File: src/rtl/vram_pkg.sv
package vram_pkg;

  // Column that follows col in a row of ncols columns (wraps to 0).
  function automatic int unsigned vr_col_after(input int unsigned col,
                                               input int unsigned ncols);
    return (col + 1 >= ncols) ? 0 : col + 1;
  endfunction

  // Lowest bit of a column's word inside a flattened row of w-bit words.
  function automatic int unsigned vr_word_lsb(input int unsigned col,
                                              input int unsigned w);
    return col * w;
  endfunction

endpackage

File: src/rtl/vram_array.sv
module vram_array #(
  parameter int RAW = 4,
  parameter int CAW = 4,
  parameter int W   = 4
) (
  input  logic                      clk,
  input  logic                      rst_n,
  input  logic                      rp_en,
  input  logic                      rp_we,
  input  logic [RAW+CAW-1:0]        rp_addr,
  input  logic [W-1:0]              rp_wdata,
  output logic [W-1:0]              rp_rdata,
  input  logic [RAW-1:0]            row_sel,
  output logic [(1<<CAW)*W-1:0]     row_bits
);
  import vram_pkg::*;

  localparam int ROWS = 1 << RAW;
  localparam int COLS = 1 << CAW;
  localparam int RW   = COLS * W;

  logic [RW-1:0]  mem [ROWS];
  logic [RAW-1:0] a_row;
  logic [CAW-1:0] a_col;

  assign a_row = rp_addr[RAW+CAW-1:CAW];
  assign a_col = rp_addr[CAW-1:0];

  always_ff @(posedge clk) begin
    if (rp_en && rp_we)
      mem[a_row][vr_word_lsb(int'(a_col), W) +: W] <= rp_wdata;
  end

  always_ff @(posedge clk or negedge rst_n) begin
    if (!rst_n)
      rp_rdata <= '0;
    else if (rp_en && !rp_we)
      rp_rdata <= mem[a_row][vr_word_lsb(int'(a_col), W) +: W];
  end

  // Whole selected row, read before any same-cycle write lands.
  assign row_bits = mem[row_sel];

endmodule

File: src/rtl/vram_row_reg.sv
module vram_row_reg #(
  parameter int CAW = 4,
  parameter int W   = 4
) (
  input  logic                  clk,
  input  logic                  rst_n,
  input  logic                  load,
  input  logic [(1<<CAW)*W-1:0] row_in,
  output logic [(1<<CAW)*W-1:0] row_q
);
  always_ff @(posedge clk or negedge rst_n) begin
    if (!rst_n)
      row_q <= '0;
    else if (load)
      row_q <= row_in;
  end
endmodule

File: src/rtl/vram_col_counter.sv
module vram_col_counter #(
  parameter int CAW = 4
) (
  input  logic           clk,
  input  logic           rst_n,
  input  logic           load,
  input  logic [CAW-1:0] load_col,
  input  logic           advance,
  output logic [CAW-1:0] col
);
  import vram_pkg::*;

  localparam int COLS = 1 << CAW;

  always_ff @(posedge clk or negedge rst_n) begin
    if (!rst_n)
      col <= '0;
    else if (load)
      col <= load_col;
    else if (advance)
      col <= CAW'(vr_col_after(int'(col), COLS));
  end
endmodule

File: src/rtl/vram_ser_mux.sv
module vram_ser_mux #(
  parameter int CAW = 4,
  parameter int W   = 4
) (
  input  logic [(1<<CAW)*W-1:0] row_q,
  input  logic [CAW-1:0]        sel,
  output logic [W-1:0]          word
);
  import vram_pkg::*;

  localparam int COLS = 1 << CAW;

  logic [W-1:0] slices [COLS];

  for (genvar g = 0; g < COLS; g++) begin : g_slice
    assign slices[g] = row_q[vr_word_lsb(g, W) +: W];
  end

  assign word = slices[sel];
endmodule

File: src/rtl/vram_serial_port.sv
module vram_serial_port #(
  parameter int RAW = 4,
  parameter int CAW = 4,
  parameter int W   = 4
) (
  input  logic               clk,
  input  logic               rst_n,
  input  logic               rp_en,
  input  logic               rp_we,
  input  logic [RAW+CAW-1:0] rp_addr,
  input  logic [W-1:0]       rp_wdata,
  output logic [W-1:0]       rp_rdata,
  input  logic               xfer_req,
  input  logic [RAW-1:0]     xfer_row,
  input  logic [CAW-1:0]     xfer_col,
  input  logic               ser_clk_en,
  input  logic               ser_oe,
  output logic [W-1:0]       ser_dout,
  output logic [CAW-1:0]     ser_col
);
  localparam int RW = (1 << CAW) * W;

  logic [RW-1:0] row_bits;
  logic [RW-1:0] shadow_q;
  logic [W-1:0]  sel_word;
  logic          step_fire;

  // A transfer takes priority over a serial pulse in the same cycle.
  assign step_fire = ser_clk_en && ser_oe && !xfer_req;

  vram_array #(.RAW(RAW), .CAW(CAW), .W(W)) u_array (
    .clk      (clk),
    .rst_n    (rst_n),
    .rp_en    (rp_en),
    .rp_we    (rp_we),
    .rp_addr  (rp_addr),
    .rp_wdata (rp_wdata),
    .rp_rdata (rp_rdata),
    .row_sel  (xfer_row),
    .row_bits (row_bits)
  );

  vram_row_reg #(.CAW(CAW), .W(W)) u_shadow (
    .clk    (clk),
    .rst_n  (rst_n),
    .load   (xfer_req),
    .row_in (row_bits),
    .row_q  (shadow_q)
  );

  vram_col_counter #(.CAW(CAW)) u_count (
    .clk      (clk),
    .rst_n    (rst_n),
    .load     (xfer_req),
    .load_col (xfer_col),
    .advance  (step_fire),
    .col      (ser_col)
  );

  vram_ser_mux #(.CAW(CAW), .W(W)) u_mux (
    .row_q (shadow_q),
    .sel   (ser_col),
    .word  (sel_word)
  );

  always_ff @(posedge clk or negedge rst_n) begin
    if (!rst_n)
      ser_dout <= '0;
    else if (step_fire)
      ser_dout <= sel_word;
  end

endmodule

File: config.mk
export PLATFORM = sky130hd
export DESIGN_NAME = vram_serial_port
export DESIGN_NICKNAME = d
export VERILOG_FILES = /design/src/rtl/vram_pkg.sv /design/src/rtl/vram_array.sv /design/src/rtl/vram_row_reg.sv /design/src/rtl/vram_col_counter.sv /design/src/rtl/vram_ser_mux.sv /design/src/rtl/vram_serial_port.sv
export SDC_FILE = /design/constraint.sdc
export NUM_CORES = 1
export LEC_CHECK = 0
export CAP_MARGIN = 20
export CORE_ASPECT_RATIO = 1.25
export CORE_MARGIN = 2
export CORE_UTILIZATION = 40
export DETAILED_ROUTE_END_ITERATION = 7
export DONT_BUFFER_PORTS = 1
export MAX_ROUTING_LAYER = met4
export PLACE_DENSITY = 0.52
export SYNTH_ARGS = -nofsm -noshare
export SYNTH_HDL_FRONTEND = slang
export SYNTH_SLANG_ARGS = --single-unit
File: constraint.sdc
create_clock -name clk -period 4.49 [get_ports clk]
set_clock_uncertainty 0.2 [all_clocks]
set_input_delay 0.449 -clock clk [delete_from_list [all_inputs] [get_ports clk]]
set_output_delay 0.449 -clock clk [all_outputs]
set_load 0.005 [all_outputs]
==> results of run 1 <==
cells by family after synthesis:
kind of cell	count (synthesis)	share of synthesized area
xor+xnor	2	0.0003384
simple gates	490	0.03867
mux	746	0.2898
compound gates	137	0.01970
buf+inv	230	0.02008
fa+ha+maj	3	0.0007251
flops	1100	0.6307
Yosys cell counts (all sizes together) (2+ instances only):
library cell     n  share of area
ha               3        0.00073
a41oi            3        0.00051
o211ai          10         0.0014
nor4             6        0.00073
nand3           18         0.0017
mux4           594           0.26
o21ai           15         0.0014
dfrtp           76          0.037
clkbuf         118         0.0086
nor2b            5        0.00060
a22o             5        0.00085
a311oi           5        0.00085
o31ai            3        0.00043
or2              3        0.00036
a2111oi          8         0.0015
and3             2        0.00024
mux2            85          0.018
nor3             8        0.00077
a31oi            3        0.00036
nand2b           4        0.00048
edfxtp        1024           0.59
a21oi           18         0.0017
o31a             4        0.00068
o221ai          17         0.0029
nand3b           4        0.00058
a211oi           5        0.00073
mux2i           67          0.013
o22ai           13         0.0016
and2            22         0.0027
nor2           339          0.025
a22oi            8         0.0012
a221o            2        0.00039
inv              9        0.00065
a221oi           8         0.0014
buf            103          0.011
nand2           76         0.0055
o32ai            3        0.00051
flip-flops by register name, indices dropped and copies added, names as in the netlist:
| register | count |
|---|---|
| ser_dout | 4 |
| u_array.mem | 1024 |
| u_array.rp_rdata | 4 |
| u_count.col | 4 |
| u_shadow.row_q | 64 |
report_power, final:
| group | leakage, nW | internal, W | switching (W) |
|---|---|---|---|
| combinational | 4.87 | 0.000427 | 0.000513 |
| clock | 1.89 | 0.00581 | 0.00412 |
| sequential | 7.84 | 0.0111 | 0.0000464 |
final timing paths:
| path | startpoint | endpoint | slack [ns] | cells after the start |
|---|---|---|---|---|
| worst max register to register | u_array.mem[6][31] | u_array.rp_rdata[3] | 0.84 | 8 |
| worst max-delay path | rp_addr[2] | u_array.mem[3][36] | 0.75 | 10 |
| max in group asynchronous | rst_n | u_shadow.row_q[1] | 3.52 | 2 |
| min in group asynchronous | rst_n | u_shadow.row_q[29] | 0.14 | 2 |
| worst min-delay path | xfer_req | u_shadow.row_q[43] | 0.04 | 2 |
| worst min register to register | u_shadow.row_q[45] | u_shadow.row_q[45] | 0.31 | 1 |
layout make-up:
type | count | area share
Sequential cell | 1100 | 0.5618
Multi-Input combinational cell | 1378 | 0.3121
Clock buffer | 125 | 0.05016
Tap cell | 1713 | 0.03688
Timing Repair Buffer | 142 | 0.02209
Clock inverter | 85 | 0.01638
Inverter | 9 | 0.0006243
timing repair:
item	CTS	global route
endpoints found under the hold margin	161	0
gates resized for setup	0	0
hold buffers	35	0
metrics by stage:
step                setup WS [ns]  instances
global placement            1.069       4289
detailed placement         0.9886       4298
CTS                        0.8846       4543
finish                     0.7454       4552
floorplan                   1.428       2708
global route               0.5566       4552
cells in the final DEF, fill, tap and decap left out, types with 6 or more instances in the layout:
cell	netlist	layout
clkinvlp_4	0	7
mux2i_1	67	67
clkinv_1	0	25
clkbuf_16	0	115
edfxtp_1	1024	1024
a22oi_1	8	8
dlygate4sd3_1	0	31
and2_1	22	22
nand3_1	18	14
o221ai_1	17	17
a221oi_1	8	8
o21ai_0	14	14
dfrtp_1	76	76
nand2_1	76	67
nand2_2	0	9
nor2_1	339	338
mux2_2	84	84
clkinv_2	0	23
a21oi_1	18	18
bufinv_16	0	20
buf_4	18	99
mux4_2	594	594
o22ai_1	13	13
clkbuf_1	118	10
o211ai_1	10	10
inv_1	8	8
nor3_1	8	8
nor4_1	6	6
routing by layer:
metal	wire [µm]	global-route usage	vias to the layer above
met5	0	-	-
met4	6349	0.09111	0
met3	12300	0.04713	302
met2	87220	0.4480	1396
met1	64460	0.3288	15930
li1	-	-	11470
==> flow_metrics.tcl, run 1 <==
set metrics [dict create \
    cp_cell_sequence "dlygate4sd3_1 -> inv_1 -> nand2_1 -> inv_1 -> ha_1 -> nand2b_1 -> nor2_1 -> buf_4 -> nand2_1 -> nor2_1" \
    min_period_over_period 0.8340 \
    cts_sinks 1100 \
    finalWeightedCongestion 0.9545 \
    crit_path_end_kind "flop" \
    synth.avg_cell_area_um2 19.12 \
    clk_pin_slew_ns 0.06 \
    grt_antenna_before_repair 5 \
    drive_gt1_frac 0.3466 \
    seqCellArea_mm2 0.03265 \
    clock_latency_ns 0.76 \
    cp_num_buf_inv 4 \
    synthCells 2708 \
    crit_type "in -> reg" \
    rsz0062_at_grt "no" \
    total_power_w 0.02206 \
    track_usage 0.2671 \
    p_leak_nw 14.60 \
    final_util 0.4527 \
    max-slew-margin-rel 0.2651 \
    first_iter_violations 3053 \
    vias_per_cell 6.392 \
    fin_nets 2773 \
    synth_edf_count 1024 \
    cts_tree "yes" \
    grt_max_degree 289 \
    ys_seq_area_frac 0.6307 \
    yosys_warnings 0 \
    cts_setup_buffers 0 \
    area_growth_pct 12.26 \
    power_density_mw_per_mm2 379.5 \
    ys_types 57 \
    worstPathArrival_ns 3.93 \
    final_hold_viol_count 0 \
    syn-num-nets 2738 \
    dr_total_vias 29100 \
    cp.required_ns 4.68 \
    die_x_um 325.8 \
    max-vdd-ir-drop_uv 367.7 \
    startpoint_type "primary input" \
    ys_ff_latch 1100 \
    final_area_mm2 0.05812 \
    worst_hold_slack_ns 0.03727 \
    slew_violations 0 \
    wl_um 170300 \
    fmax_mhz 267.1 \
    start_util 0.4033 \
    grt_pass1_wl_um 239900 \
    holdCritPathClass "in -> reg" \
    h-tree-depth 3 \
    multi_input_area_mm2 0.01814 \
    portBuffers 0 \
    setup_viol 0 \
    async_reset_ff_frac 0.06909 \
    crit_family "simple AND/OR/NAND/NOR gates" \
    antenna_left 0 \
    antennaDiodeCount 0 \
    worstMarginPinSlew_ns 1.091 \
    post-dp-hpwl_um 109600 \
    drtPass1Iterations 6 \
    grt_pass1_vias 30110 \
    synth_ff_type "edfxtp_1" \
    status "finished, final reports clean" \
    crit_fanout 16 \
    die_y_um 406.2 \
    cp_slowest_stage_delay_ns 0.83 \
    fillers 10930 \
    wl_per_cell_um 37.42 \
    die_area_mm2 0.1323 \
    totalNegativeSetupSlack_ns 0 \
    num_rows 147 \
    overflow 0 \
    placed_area_mm2 0.05373 \
    drc 0 \
    cp_slowest_cell "dlygate4sd3_1" \
    cts_buffers 112 \
    coreArea_mm2 0.1284 \
    drv_cap 0 \
    synth_area_mm2 0.05177 \
    root_buffer "clkbuf_16" \
    boundaryPins 39 \
    cts_buffer_depth 3 \
    final.min_clock_period_ns 3.745 \
]
(Power assumes the default switching activity.)
==> inputs of run 2 (changes only) <==
Settings changed: PLACE_DENSITY 0.52 to 0.54.
Clock period 4.49 ns to 3.28 ns, I/O delays scaled along.
==> flow_metrics.tcl, run 2 (synthesis gave the netlist of run 1 again) <==
set metrics [dict create \
    layout_commonest_cell "edfxtp_1" \
    mostFrequentLayoutCells "edfxtp_1, mux4_2, nor2_1, buf_4, clkbuf_16" \
    worstMarginPinSlew_ns 1.080 \
    clk_pin_slew_ns 0.06 \
    startpoint_type "primary input" \
    max-slew-margin-rel 0.2771 \
    hold_path_depth 1 \
    m1WireLength_um 61750 \
    worstReg2RegStart "u_array.mem[14][39]" \
    grt_pass1_vias 30550 \
    finalNonFillerCells 4630 \
    h-tree-depth 3 \
    portBuffers 0 \
    slew_violations 0 \
    final_area_mm2 0.05850 \
    final.min_clock_period_ns 3.249 \
    die_y_um 406.2 \
    crit_path_end_kind "flop" \
    coreArea_mm2 0.1284 \
    die_area_mm2 0.1323 \
    cts_tree "yes" \
    startpoint "rp_addr[4]" \
    track_usage 0.2645 \
    root_buffer "clkbuf_16" \
    max-vdd-ir-drop_uv 371.5 \
    area_growth_pct 12.98 \
    seq_power_share 0.523 \
    worst_hold_slack_ns 0.02239 \
    routed-wl-met3_um 12820 \
    worstPathArrival_ns 3.72 \
    min_period_over_period 0.9904 \
    comb_power_share 0.046 \
    wl_per_cell_um 36.46 \
    p_clk_frac 0.432 \
    min_to "u_array.mem[1][19]" \
    drc 0 \
    start_util 0.4033 \
    power.internal_w 0.02297 \
    power_density_mw_per_mm2 500.7 \
    holdCritPathClass "in -> reg" \
    top_regs "u_array.mem x1024, u_shadow.row_q x64" \
    cp.required_ns 3.75 \
    drtPass1Iterations 5 \
    fillers 10960 \
    fin_nets 2847 \
    antenna_left 0 \
    met2_length_um 85310 \
    drive_gt1_frac 0.3505 \
    r2r_slack_ns 0.08 \
    cts_buffers 109 \
    die_x_um 325.8 \
    clock_latency_ns 0.75 \
    cts_buffer_depth 3 \
    switching_power_w 0.006325 \
    grt_antenna_before_repair 7 \
    grt_pass1_wl_um 237300 \
    rsz0062_at_grt "no" \
    worstReg2RegEnd "u_shadow.row_q[39]" \
    dr_total_vias 29540 \
    fmax_mhz 307.8 \
    overflow 0 \
    switching_share 0.2159 \
    placed_cells 4347 \
    rr_worst_depth 5 \
    top_layer_used "met4" \
    finalWeightedCongestion 0.8993 \
    final_hold_viol_count 0 \
    crit_type "in -> reg" \
    p_leak_nw 14.73 \
    setup_viol 0 \
    totalNegativeSetupSlack_ns 0 \
    num_rows 147 \
    wl_um 168800 \
    total_power_w 0.02929 \
    largest_reg_flops 1024 \
    top_register "u_array.mem" \
    post-dp-hpwl_um 108500 \
    status "finished, final reports clean" \
    grt_max_degree 289 \
    drv_cap 0 \
    placed_area_mm2 0.05412 \
    first_iter_violations 3351 \
    crit_fanout 246 \
    vias_per_cell 6.381 \
    boundaryPins 39 \
    cts_sinks 1100 \
    min_from "rp_wdata[3]" \
]
==> run 2: routing by layer <==
layer  vias to the layer above  GRT usage
met5                         -          -
met4                         0     0.1226
met3                       359    0.04801
met2                      1516     0.4369
met1                     16040     0.3171
li1                      11630          -
==> run 2: how the worst max path moves through the flow <==
stage,to,slack [ns]
after floorplan,u_array.mem[7][0],0.34
after global placement,u_array.mem[2][14],0.21
after detailed placement,u_array.rp_rdata[2],0.31
after CTS,u_shadow.row_q[39],0.07
after global routing,u_array.rp_rdata[2],0.02
final,u_array.rp_rdata[2],0.03
==> run 2: timing repair <==
action,CTS,global route
setup buffers,0,0
endpoints found under the setup margin,0,3
hold buffers,60,4
resized for setup,0,2
endpoints found under the hold margin,327,19
==> run 2: power groups by stage <==
stage | Clock (W) | Sequential [W] | Combinational (W)
2_1_floorplan | 0 | 0.0156 | 0.00106
3_3_place_gp | 0 | 0.0156 | 0.00110
3_5_place_dp | 0 | 0.0156 | 0.00112
4_1_cts | 0.0128 | 0.0153 | 0.00131
5_1_grt | 0.0133 | 0.0153 | 0.00138
6_report | 0.0126 | 0.0153 | 0.00134
==> run 2: layout make-up <==
| type | instances | area, µm² | area share |
|---|---|---|---|
| Timing Repair Buffer | 219 | 1968 | 0.03365 |
| Multi-Input combinational cell | 1378 | 18120 | 0.3098 |
| Clock buffer | 129 | 2865 | 0.04898 |
| Antenna cell | 10 | 25.02 | 0.0004278 |
| Tap cell | 1713 | 2143 | 0.03664 |
| Sequential cell | 1100 | 32650 | 0.5582 |
| Clock inverter | 72 | 681.9 | 0.01166 |
| Inverter | 9 | 36.28 | 0.0006203 |
==> run 2: metrics by stage <==
step	util	setup slack (ns)
3_3_place_gp	0.4213	0.2091
5_1_grt	0.4556	0.01924
6_report	0.4556	0.03142
3_5_place_dp	0.4216	0.3082
2_1_floorplan	-	0.3388
4_1_cts	0.4546	0.06797
==> run 2: critical path: stages <==
cell	delay [ns]
nand3b_1	0.72
o22ai_1	0.36
a211oi_1	0.12
a221oi_1	0.81
o32ai_1	0.17
buf_4	0.18
a31oi_1	0.14
dlygate4sd3_1	0.56
